### config.mk
export PLATFORM = sky130hd
export DESIGN_NAME = pcie_err_signal
export DESIGN_NICKNAME = d
export VERILOG_FILES = /design/src/rtl/pes_pkg.sv /design/src/rtl/pes_classify.sv /design/src/rtl/pes_decide.sv /design/src/rtl/pes_state.sv /design/src/rtl/pcie_err_signal.sv
export SDC_FILE = /design/constraint.sdc
export NUM_CORES = 1
export LEC_CHECK = 0
export ABC_AREA = 1
export BUFFER_PORTS_ARGS = -buffer_cell sky130_fd_sc_hd__clkbuf_2
export CAP_MARGIN = 20
export CELL_PAD_IN_SITES_DETAIL_PLACEMENT = 0
export CELL_PAD_IN_SITES_GLOBAL_PLACEMENT = 1
export CORE_MARGIN = 2
export CORE_UTILIZATION = 30
export DETAILED_ROUTE_END_ITERATION = 6
export PLACE_DENSITY_LB_ADDON = 0.25
export SYNTH_ARGS = -nofsm -noshare
export SYNTH_HDL_FRONTEND = slang
export SYNTH_SLANG_ARGS = --single-unit
### constraint.sdc
create_clock -name clk -period 4 [get_ports clk]
set_input_delay 0.8 -clock clk [delete_from_list [all_inputs] [get_ports clk]]
set_output_delay 0.8 -clock clk [all_outputs]
set_load 0.005 [all_outputs]
### src/rtl/pes_pkg.sv
package pes_pkg;
  localparam int CODE_W = 32;
  localparam int DS_W   = 4;

  localparam logic [CODE_W-1:0] UNC_SUPPORTED  = 32'h03FF_F030;
  localparam logic [CODE_W-1:0] UNC_FATAL_DFLT = 32'h0046_2030;
  localparam logic [CODE_W-1:0] COR_SUPPORTED  = 32'h0000_F1C1;

  localparam int UR_BIT  = 20;
  localparam int ADV_BIT = 13;
  localparam int HLO_BIT = 15;

  localparam int DS_COR = 0;
  localparam int DS_NF  = 1;
  localparam int DS_FAT = 2;
  localparam int DS_UR  = 3;

  typedef enum logic [1:0] {
    SEV_NONE     = 2'd0,
    SEV_COR      = 2'd1,
    SEV_NONFATAL = 2'd2,
    SEV_FATAL    = 2'd3
  } sev_e;

  function automatic logic single_bit(input logic [CODE_W-1:0] v);
    return (v != '0) && ((v & (v - CODE_W'(1))) == '0);
  endfunction

  function automatic logic [CODE_W-1:0] w1c_next(
      input logic [CODE_W-1:0] q, input logic [CODE_W-1:0] set_v,
      input logic clr_en, input logic [CODE_W-1:0] clr_v);
    logic [CODE_W-1:0] keep;
    keep = clr_en ? (q & ~clr_v) : q;
    return keep | set_v;
  endfunction
endpackage

### src/rtl/pes_classify.sv
module pes_classify import pes_pkg::*; (
  input  logic              take,
  input  logic [CODE_W-1:0] code,
  input  logic              corr,
  input  logic              adv,
  input  logic              sev_prog_en,
  input  logic [CODE_W-1:0] unc_sev,
  output logic              code_ok,
  output logic [CODE_W-1:0] sel_code,
  output logic              is_ur,
  output logic              is_fatal,
  output logic              cor_path,
  output logic              adv_path,
  output logic              unc_path
);
  logic [CODE_W-1:0] sev_src;

  always_comb begin
    sel_code = code & (corr ? COR_SUPPORTED : UNC_SUPPORTED);
    code_ok  = take && single_bit(sel_code);
    is_ur    = !corr && (sel_code == (CODE_W'(1) << UR_BIT));
    sev_src  = sev_prog_en ? unc_sev : UNC_FATAL_DFLT;
    is_fatal = !corr && ((sev_src & sel_code) != '0);
    cor_path = code_ok && corr;
    adv_path = code_ok && !corr && !is_fatal && adv;
    unc_path = code_ok && !corr && !adv_path;
  end
endmodule

### src/rtl/pes_decide.sv
module pes_decide import pes_pkg::*; (
  input  logic              cor_path,
  input  logic              adv_path,
  input  logic              unc_path,
  input  logic              is_ur,
  input  logic              is_fatal,
  input  logic [CODE_W-1:0] sel_code,
  input  logic [CODE_W-1:0] unc_mask,
  input  logic [CODE_W-1:0] cor_mask,
  input  logic              cmd_serr_en,
  input  logic              rpt_cor_en,
  input  logic              rpt_nonfatal_en,
  input  logic              rpt_fatal_en,
  input  logic              rpt_ur_en,
  output logic [DS_W-1:0]   ds_set,
  output logic [CODE_W-1:0] unc_set,
  output logic [CODE_W-1:0] cor_set,
  output logic              rec,
  output logic              send,
  output sev_e              sev
);
  logic [CODE_W-1:0] cor_code;
  logic              cor_masked, unc_masked, sev_en;

  always_comb begin
    cor_code   = adv_path ? (CODE_W'(1) << ADV_BIT) : sel_code;
    cor_masked = (cor_mask & cor_code) != '0;
    unc_masked = (unc_mask & sel_code) != '0;
    sev_en     = is_fatal ? rpt_fatal_en : rpt_nonfatal_en;
    ds_set  = '0;
    unc_set = '0;
    cor_set = '0;
    rec     = 1'b0;
    send    = 1'b0;
    sev     = SEV_NONE;
    if (cor_path || adv_path) begin
      ds_set[DS_COR] = 1'b1;
      ds_set[DS_UR]  = is_ur;
      cor_set        = cor_code;
      if (!cor_masked) begin
        if (adv_path) begin
          unc_set = sel_code;
          rec     = !unc_masked;
        end
        send = rpt_cor_en && !(is_ur && !rpt_ur_en);
        sev  = SEV_COR;
      end
    end else if (unc_path) begin
      ds_set[DS_FAT] = is_fatal;
      ds_set[DS_NF]  = !is_fatal;
      ds_set[DS_UR]  = is_ur;
      unc_set        = sel_code;
      if (!unc_masked) begin
        rec  = 1'b1;
        send = (cmd_serr_en || sev_en) &&
               !(is_ur && !rpt_ur_en && !cmd_serr_en);
        sev  = is_fatal ? SEV_FATAL : SEV_NONFATAL;
      end
    end
  end
endmodule

### src/rtl/pes_state.sv
module pes_state import pes_pkg::*; #(
  parameter int SRC_W = 16
) (
  input  logic              clk,
  input  logic              rst_n,
  input  logic [DS_W-1:0]   ds_set,
  input  logic [CODE_W-1:0] unc_set,
  input  logic [CODE_W-1:0] cor_set,
  input  logic              wr_en,
  input  logic [1:0]        wr_sel,
  input  logic [CODE_W-1:0] wr_data,
  input  logic              send,
  input  sev_e              sev,
  input  logic [SRC_W-1:0]  src,
  input  logic              ovf_evt,
  output logic              pend_q,
  output logic [DS_W-1:0]   dev_sta,
  output logic [CODE_W-1:0] unc_sta,
  output logic [CODE_W-1:0] cor_sta,
  output logic              msg_valid,
  output logic [1:0]        msg_sev,
  output logic [SRC_W-1:0]  msg_src
);
  localparam int NREG = 3;

  logic [NREG-1:0]   clr_hit;
  logic [CODE_W-1:0] ds_wide, ds_next;

  for (genvar g = 0; g < NREG; g++) begin : g_sel
    assign clr_hit[g] = wr_en && (wr_sel == 2'(g));
  end

  assign ds_wide = CODE_W'(dev_sta);
  assign ds_next = w1c_next(ds_wide, CODE_W'(ds_set), clr_hit[0], wr_data);

  always_ff @(posedge clk or negedge rst_n) begin
    if (!rst_n) begin
      dev_sta   <= '0;
      unc_sta   <= '0;
      cor_sta   <= '0;
      pend_q    <= 1'b0;
      msg_valid <= 1'b0;
      msg_sev   <= '0;
      msg_src   <= '0;
    end else begin
      dev_sta   <= ds_next[DS_W-1:0];
      unc_sta   <= w1c_next(unc_sta, unc_set, clr_hit[1], wr_data);
      cor_sta   <= w1c_next(cor_sta, cor_set, clr_hit[2], wr_data);
      pend_q    <= ovf_evt;
      msg_valid <= send;
      msg_sev   <= send ? sev : SEV_NONE;
      msg_src   <= send ? src : '0;
    end
  end
endmodule

### src/rtl/pcie_err_signal.sv
module pcie_err_signal import pes_pkg::*; #(
  parameter int SRC_W = 16
) (
  input  logic              clk,
  input  logic              rst_n,
  input  logic              ev_valid,
  input  logic [CODE_W-1:0] ev_code,
  input  logic              ev_corr,
  input  logic              ev_advisory,
  input  logic [SRC_W-1:0]  ev_src,
  input  logic              cmd_serr_en,
  input  logic              rpt_cor_en,
  input  logic              rpt_nonfatal_en,
  input  logic              rpt_fatal_en,
  input  logic              rpt_ur_en,
  input  logic              sev_prog_en,
  input  logic [CODE_W-1:0] unc_mask,
  input  logic [CODE_W-1:0] unc_sev,
  input  logic [CODE_W-1:0] cor_mask,
  output logic              rec_stb,
  input  logic              rec_ovf,
  input  logic              wr_en,
  input  logic [1:0]        wr_sel,
  input  logic [CODE_W-1:0] wr_data,
  output logic              busy,
  output logic [DS_W-1:0]   dev_sta,
  output logic [CODE_W-1:0] unc_sta,
  output logic [CODE_W-1:0] cor_sta,
  output logic              msg_valid,
  output logic [1:0]        msg_sev,
  output logic [SRC_W-1:0]  msg_src
);
  logic              pend_q;
  logic              f_take, f_corr, f_adv;
  logic [CODE_W-1:0] f_code;
  logic [SRC_W-1:0]  f_src;

  logic              code_ok, is_ur, is_fatal, cor_path, adv_path, unc_path;
  logic [CODE_W-1:0] sel_code;
  logic [DS_W-1:0]   ds_set;
  logic [CODE_W-1:0] unc_set, cor_set;
  logic              rec, send, ovf_evt;
  sev_e              sev;

  always_comb begin
    f_take = pend_q || ev_valid;
    f_code = pend_q ? (CODE_W'(1) << HLO_BIT) : ev_code;
    f_corr = pend_q || ev_corr;
    f_adv  = !pend_q && ev_advisory;
    f_src  = pend_q ? '0 : ev_src;
  end

  pes_classify u_cls (
    .take(f_take), .code(f_code), .corr(f_corr), .adv(f_adv),
    .sev_prog_en(sev_prog_en), .unc_sev(unc_sev),
    .code_ok(code_ok), .sel_code(sel_code), .is_ur(is_ur),
    .is_fatal(is_fatal), .cor_path(cor_path), .adv_path(adv_path),
    .unc_path(unc_path)
  );

  pes_decide u_dec (
    .cor_path(cor_path), .adv_path(adv_path), .unc_path(unc_path),
    .is_ur(is_ur), .is_fatal(is_fatal), .sel_code(sel_code),
    .unc_mask(unc_mask), .cor_mask(cor_mask),
    .cmd_serr_en(cmd_serr_en), .rpt_cor_en(rpt_cor_en),
    .rpt_nonfatal_en(rpt_nonfatal_en), .rpt_fatal_en(rpt_fatal_en),
    .rpt_ur_en(rpt_ur_en),
    .ds_set(ds_set), .unc_set(unc_set), .cor_set(cor_set),
    .rec(rec), .send(send), .sev(sev)
  );

  assign rec_stb = rec;
  assign ovf_evt = rec && rec_ovf;
  assign busy    = pend_q;

  pes_state #(.SRC_W(SRC_W)) u_st (
    .clk(clk), .rst_n(rst_n),
    .ds_set(ds_set), .unc_set(unc_set), .cor_set(cor_set),
    .wr_en(wr_en), .wr_sel(wr_sel), .wr_data(wr_data),
    .send(send), .sev(sev), .src(f_src), .ovf_evt(ovf_evt),
    .pend_q(pend_q), .dev_sta(dev_sta), .unc_sta(unc_sta),
    .cor_sta(cor_sta), .msg_valid(msg_valid), .msg_sev(msg_sev),
    .msg_src(msg_src)
  );
endmodule

==> impl_metrics.yaml <==
global_route:
  grt_pass1_wl_um: 25250
  overflow: 0
  antenna_found_initial: 0
  grt_max_degree: 63
  grt_pass1_vias: 4727
  grtUsageTotal: 0.2010
power:
  power-per-cell-area_mw_per_mm2: 300.1
  p_leak_nw: 4.074
  peakVddDrop_v: 0.0002238
  power.total_mw: 1.967
logic_synthesis:
  avgSynthCellArea_um2: 8.090
  synth_xor_area_frac: 0
  synth_top_family_by_area: "simple AND/OR/NAND/NOR gates"
  synthArstFlopShare: 1.000
  synth-compound-area-share: 0.1748
  synth_area_mm2: 0.004603
  synth-edff-count: 0
  ys_ff_latch: 88
  syn_nets: 760
  synth_area_leader_cell: "dfrtp_1"
  ys_warn_count: 0
  synthTopCellsByArea: "dfrtp_1 48%, nand2_1 9.8%, inv_1 8.1%"
  synth_commonest_cells: "120 x nand2_1, 99 x inv_1, 88 x dfrtp_1"
  yosys.area_share.adder: 0
  netlist_instances: 569
  yosys.area.top_type_share: 0.4784
  ys.flop_type: "dfrtp_1"
  synthMostInstantiatedCell: "nand2_1"
  yosysSeqAreaShare: 0.4784
  synth.distinct_cells: 34
  synth_simple_gate_area_share: 0.2438
  muxShareOfSynthArea: 0
finish:
  num_antenna_cells: 0
  finalNetCount: 1023
  drive_gt1_frac: 0.3978
  syn_to_final_growth_pct: 42.40
setup_path:
  slowest_stage: "nor2_4"
  cp-start-kind: "primary input"
  cp_data_required_time_ns: 3.20
  cp_cell_sequence: "buf_6, nor2_4, buf_12, nand2_1, nand2_2, nor2_4, nor2_1, nor2_1, nand3_1, nor2_1, nand3_1, nor2_4, nand4_4, nand3_2, nand2_4, nor2_8, nand3_1, nand2_2, nand2_2, inv_1, clkbuf_2"
  crit_path_max_fanout: 11
  crit_type: "in2out"
  crit_path_end_kind: "primary output"
  crit_path_max_incr_delay_ns: 0.18
  cp.arrival_ns: 2.97
placed_design:
  pre_cts_ws_ns: 0.1122
  place_congestion: 0.8626
  dpl.hpwl_um: 13680
  io_buffers: 231
run:
  maxCapViolCount: 0
die:
  core-area_mm2: 0.01509
  die_area_mm2: 0.01635
  die_width_um: 127.9
  rows: 45
  start_util: 0.3051
  die_h_um: 127.9
  ios: 280
cts:
  clk_path_buf_depth: 2
  clkSinkCount: 88
  cts_root_buffer: "clkbuf_16"
  numCtsBuffers: 9
  cts_max_level: 3
  postCtsHoldBufs: 0
  path_clk_slew_ns: 0.06
  insertion_delay_ns: 0.33
  cts_tree: "yes"
sta:
  maxSlewViolCount: 0
  worst_pin_slew_ns: 0.8101
  slew_headroom: 0.4599
  min_period_ns: 3.770
  clock.fmax_mhz: 265.2
  setup_viol: 0
  skew_ns: 0.006180
  hold_violations: 0
  setup_slack_ns: 0.2299
  fin_crit_sh: 0.9425
route:
  drtAntennaViolNets: 0
  firstDrtPassIters: 4
  wl_um: 16780
  drt-initial-drc-count: 232
  wl_per_cell_um: 16.37
  vias: 4805
  vias_per_cell: 4.688
  route.detailed.drc: 0
status:
  outcome: "complete, no violations"
worst_hold_path:
  hp-class: "reg2reg"
## final cells by class
type                       count  area (um^2)
timing repair buffer         265         1463
fill                        1624         8534
inverter                     106        402.9
clock buffer                  12        246.5
clock inverter                 4        28.78
multi-input combinational    362         1976
sequential                    88         2203
tap                          188        235.2
## registers in the layout, indices dropped and copies added, names as in the netlist
name,flops
u_st.cor_sta,32
u_st.dev_sta,4
u_st.msg_sev,2
u_st.msg_src,16
u_st.msg_valid,1
u_st.pend_q,1
u_st.unc_sta,32
## critical path: cells and delay by family
kind                   cells  cell delay [ns]
AND/OR/NAND/NOR           17             1.75
buffers and inverters      4             0.41
## power by group
| part | internal, mW | switching, mW | total [mW] |
|---|---|---|---|
| Sequential | 0.892 | 0.000985 | 0.893 |
| Clock | 0.440 | 0.349 | 0.788 |
| Combinational | 0.116 | 0.169 | 0.286 |
| Total | 1.45 | 0.519 | 1.97 |
## cell usage in the layout (no fill, tap or decap), types with 2 or more instances in the layout
cell type	n
nor2_1	24
buf_12	2
o21ai_2	2
nand4_4	2
o31ai_1	3
clkinvlp_4	2
nand2_1	116
a221oi_1	4
nand2_4	3
a21oi_2	10
a21oi_1	10
o21ai_1	4
buf_4	32
nand3_1	42
o21a_1	16
inv_2	5
nand4_1	13
nor2_2	4
dfrtp_1	87
inv_1	99
nand2_2	10
o21ai_0	68
nand3_2	7
nor2_4	7
a22o_1	10
clkbuf_16	10
clkbuf_1	2
clkbuf_2	229
## cells by family after synthesis
group           count (synthesis)
compound gates                130
simple gates                  232
buf+inv                       119
flops                          88
## routing by layer
metal | routed length [um] | vias up | global-route usage | share of wire
li1 | - | 2365 | - | -
met1 | 7599 | 2282 | 0.2742 | 0.45
met2 | 8168 | 144 | 0.3407 | 0.49
met3 | 800 | 14 | 0.02504 | 0.048
met4 | 214 | 0 | 0.04913 | 0.013
met5 | 0 | - | 0 | 0
## what timing repair did
action / 4_1_cts / 5_1_grt
gates resized for setup: 0 / 21
buffers inserted: 0 / 4
setup endpoints to repair: 0 / 1
## metrics by stage
step                      hold slack, ns  area (um^2)  setup TNS [ns]  cells    util
after CTS                         0.4909         6426               0   1020  0.4259
after global placement            0.4668         6151               0   1004  0.4076
after floorplan                   0.4823         4603               0    569       -
after global routing              0.5076         6555        -0.01901   1025  0.4344
after detailed placement          0.4756         6151               0   1004  0.4076
final                             0.4866         6555               0   1025  0.4344
## final timing paths
path	from	slack, ns	to	cells after the start
min reg2reg	u_st.unc_sta[1]	0.49	u_st.unc_sta[1]	1
min	u_st.unc_sta[1]	0.49	u_st.unc_sta[1]	1
max	ev_corr	0.23	rec_stb	21
min in group asynchronous	rst_n	0.56	u_st.cor_sta[28]	1
max in group asynchronous	rst_n	2.56	u_st.cor_sta[21]	2
max reg2reg	u_st.pend_q	0.96	u_st.msg_sev[0]	20
Note: power is estimated with default switching activity, not from simulation.
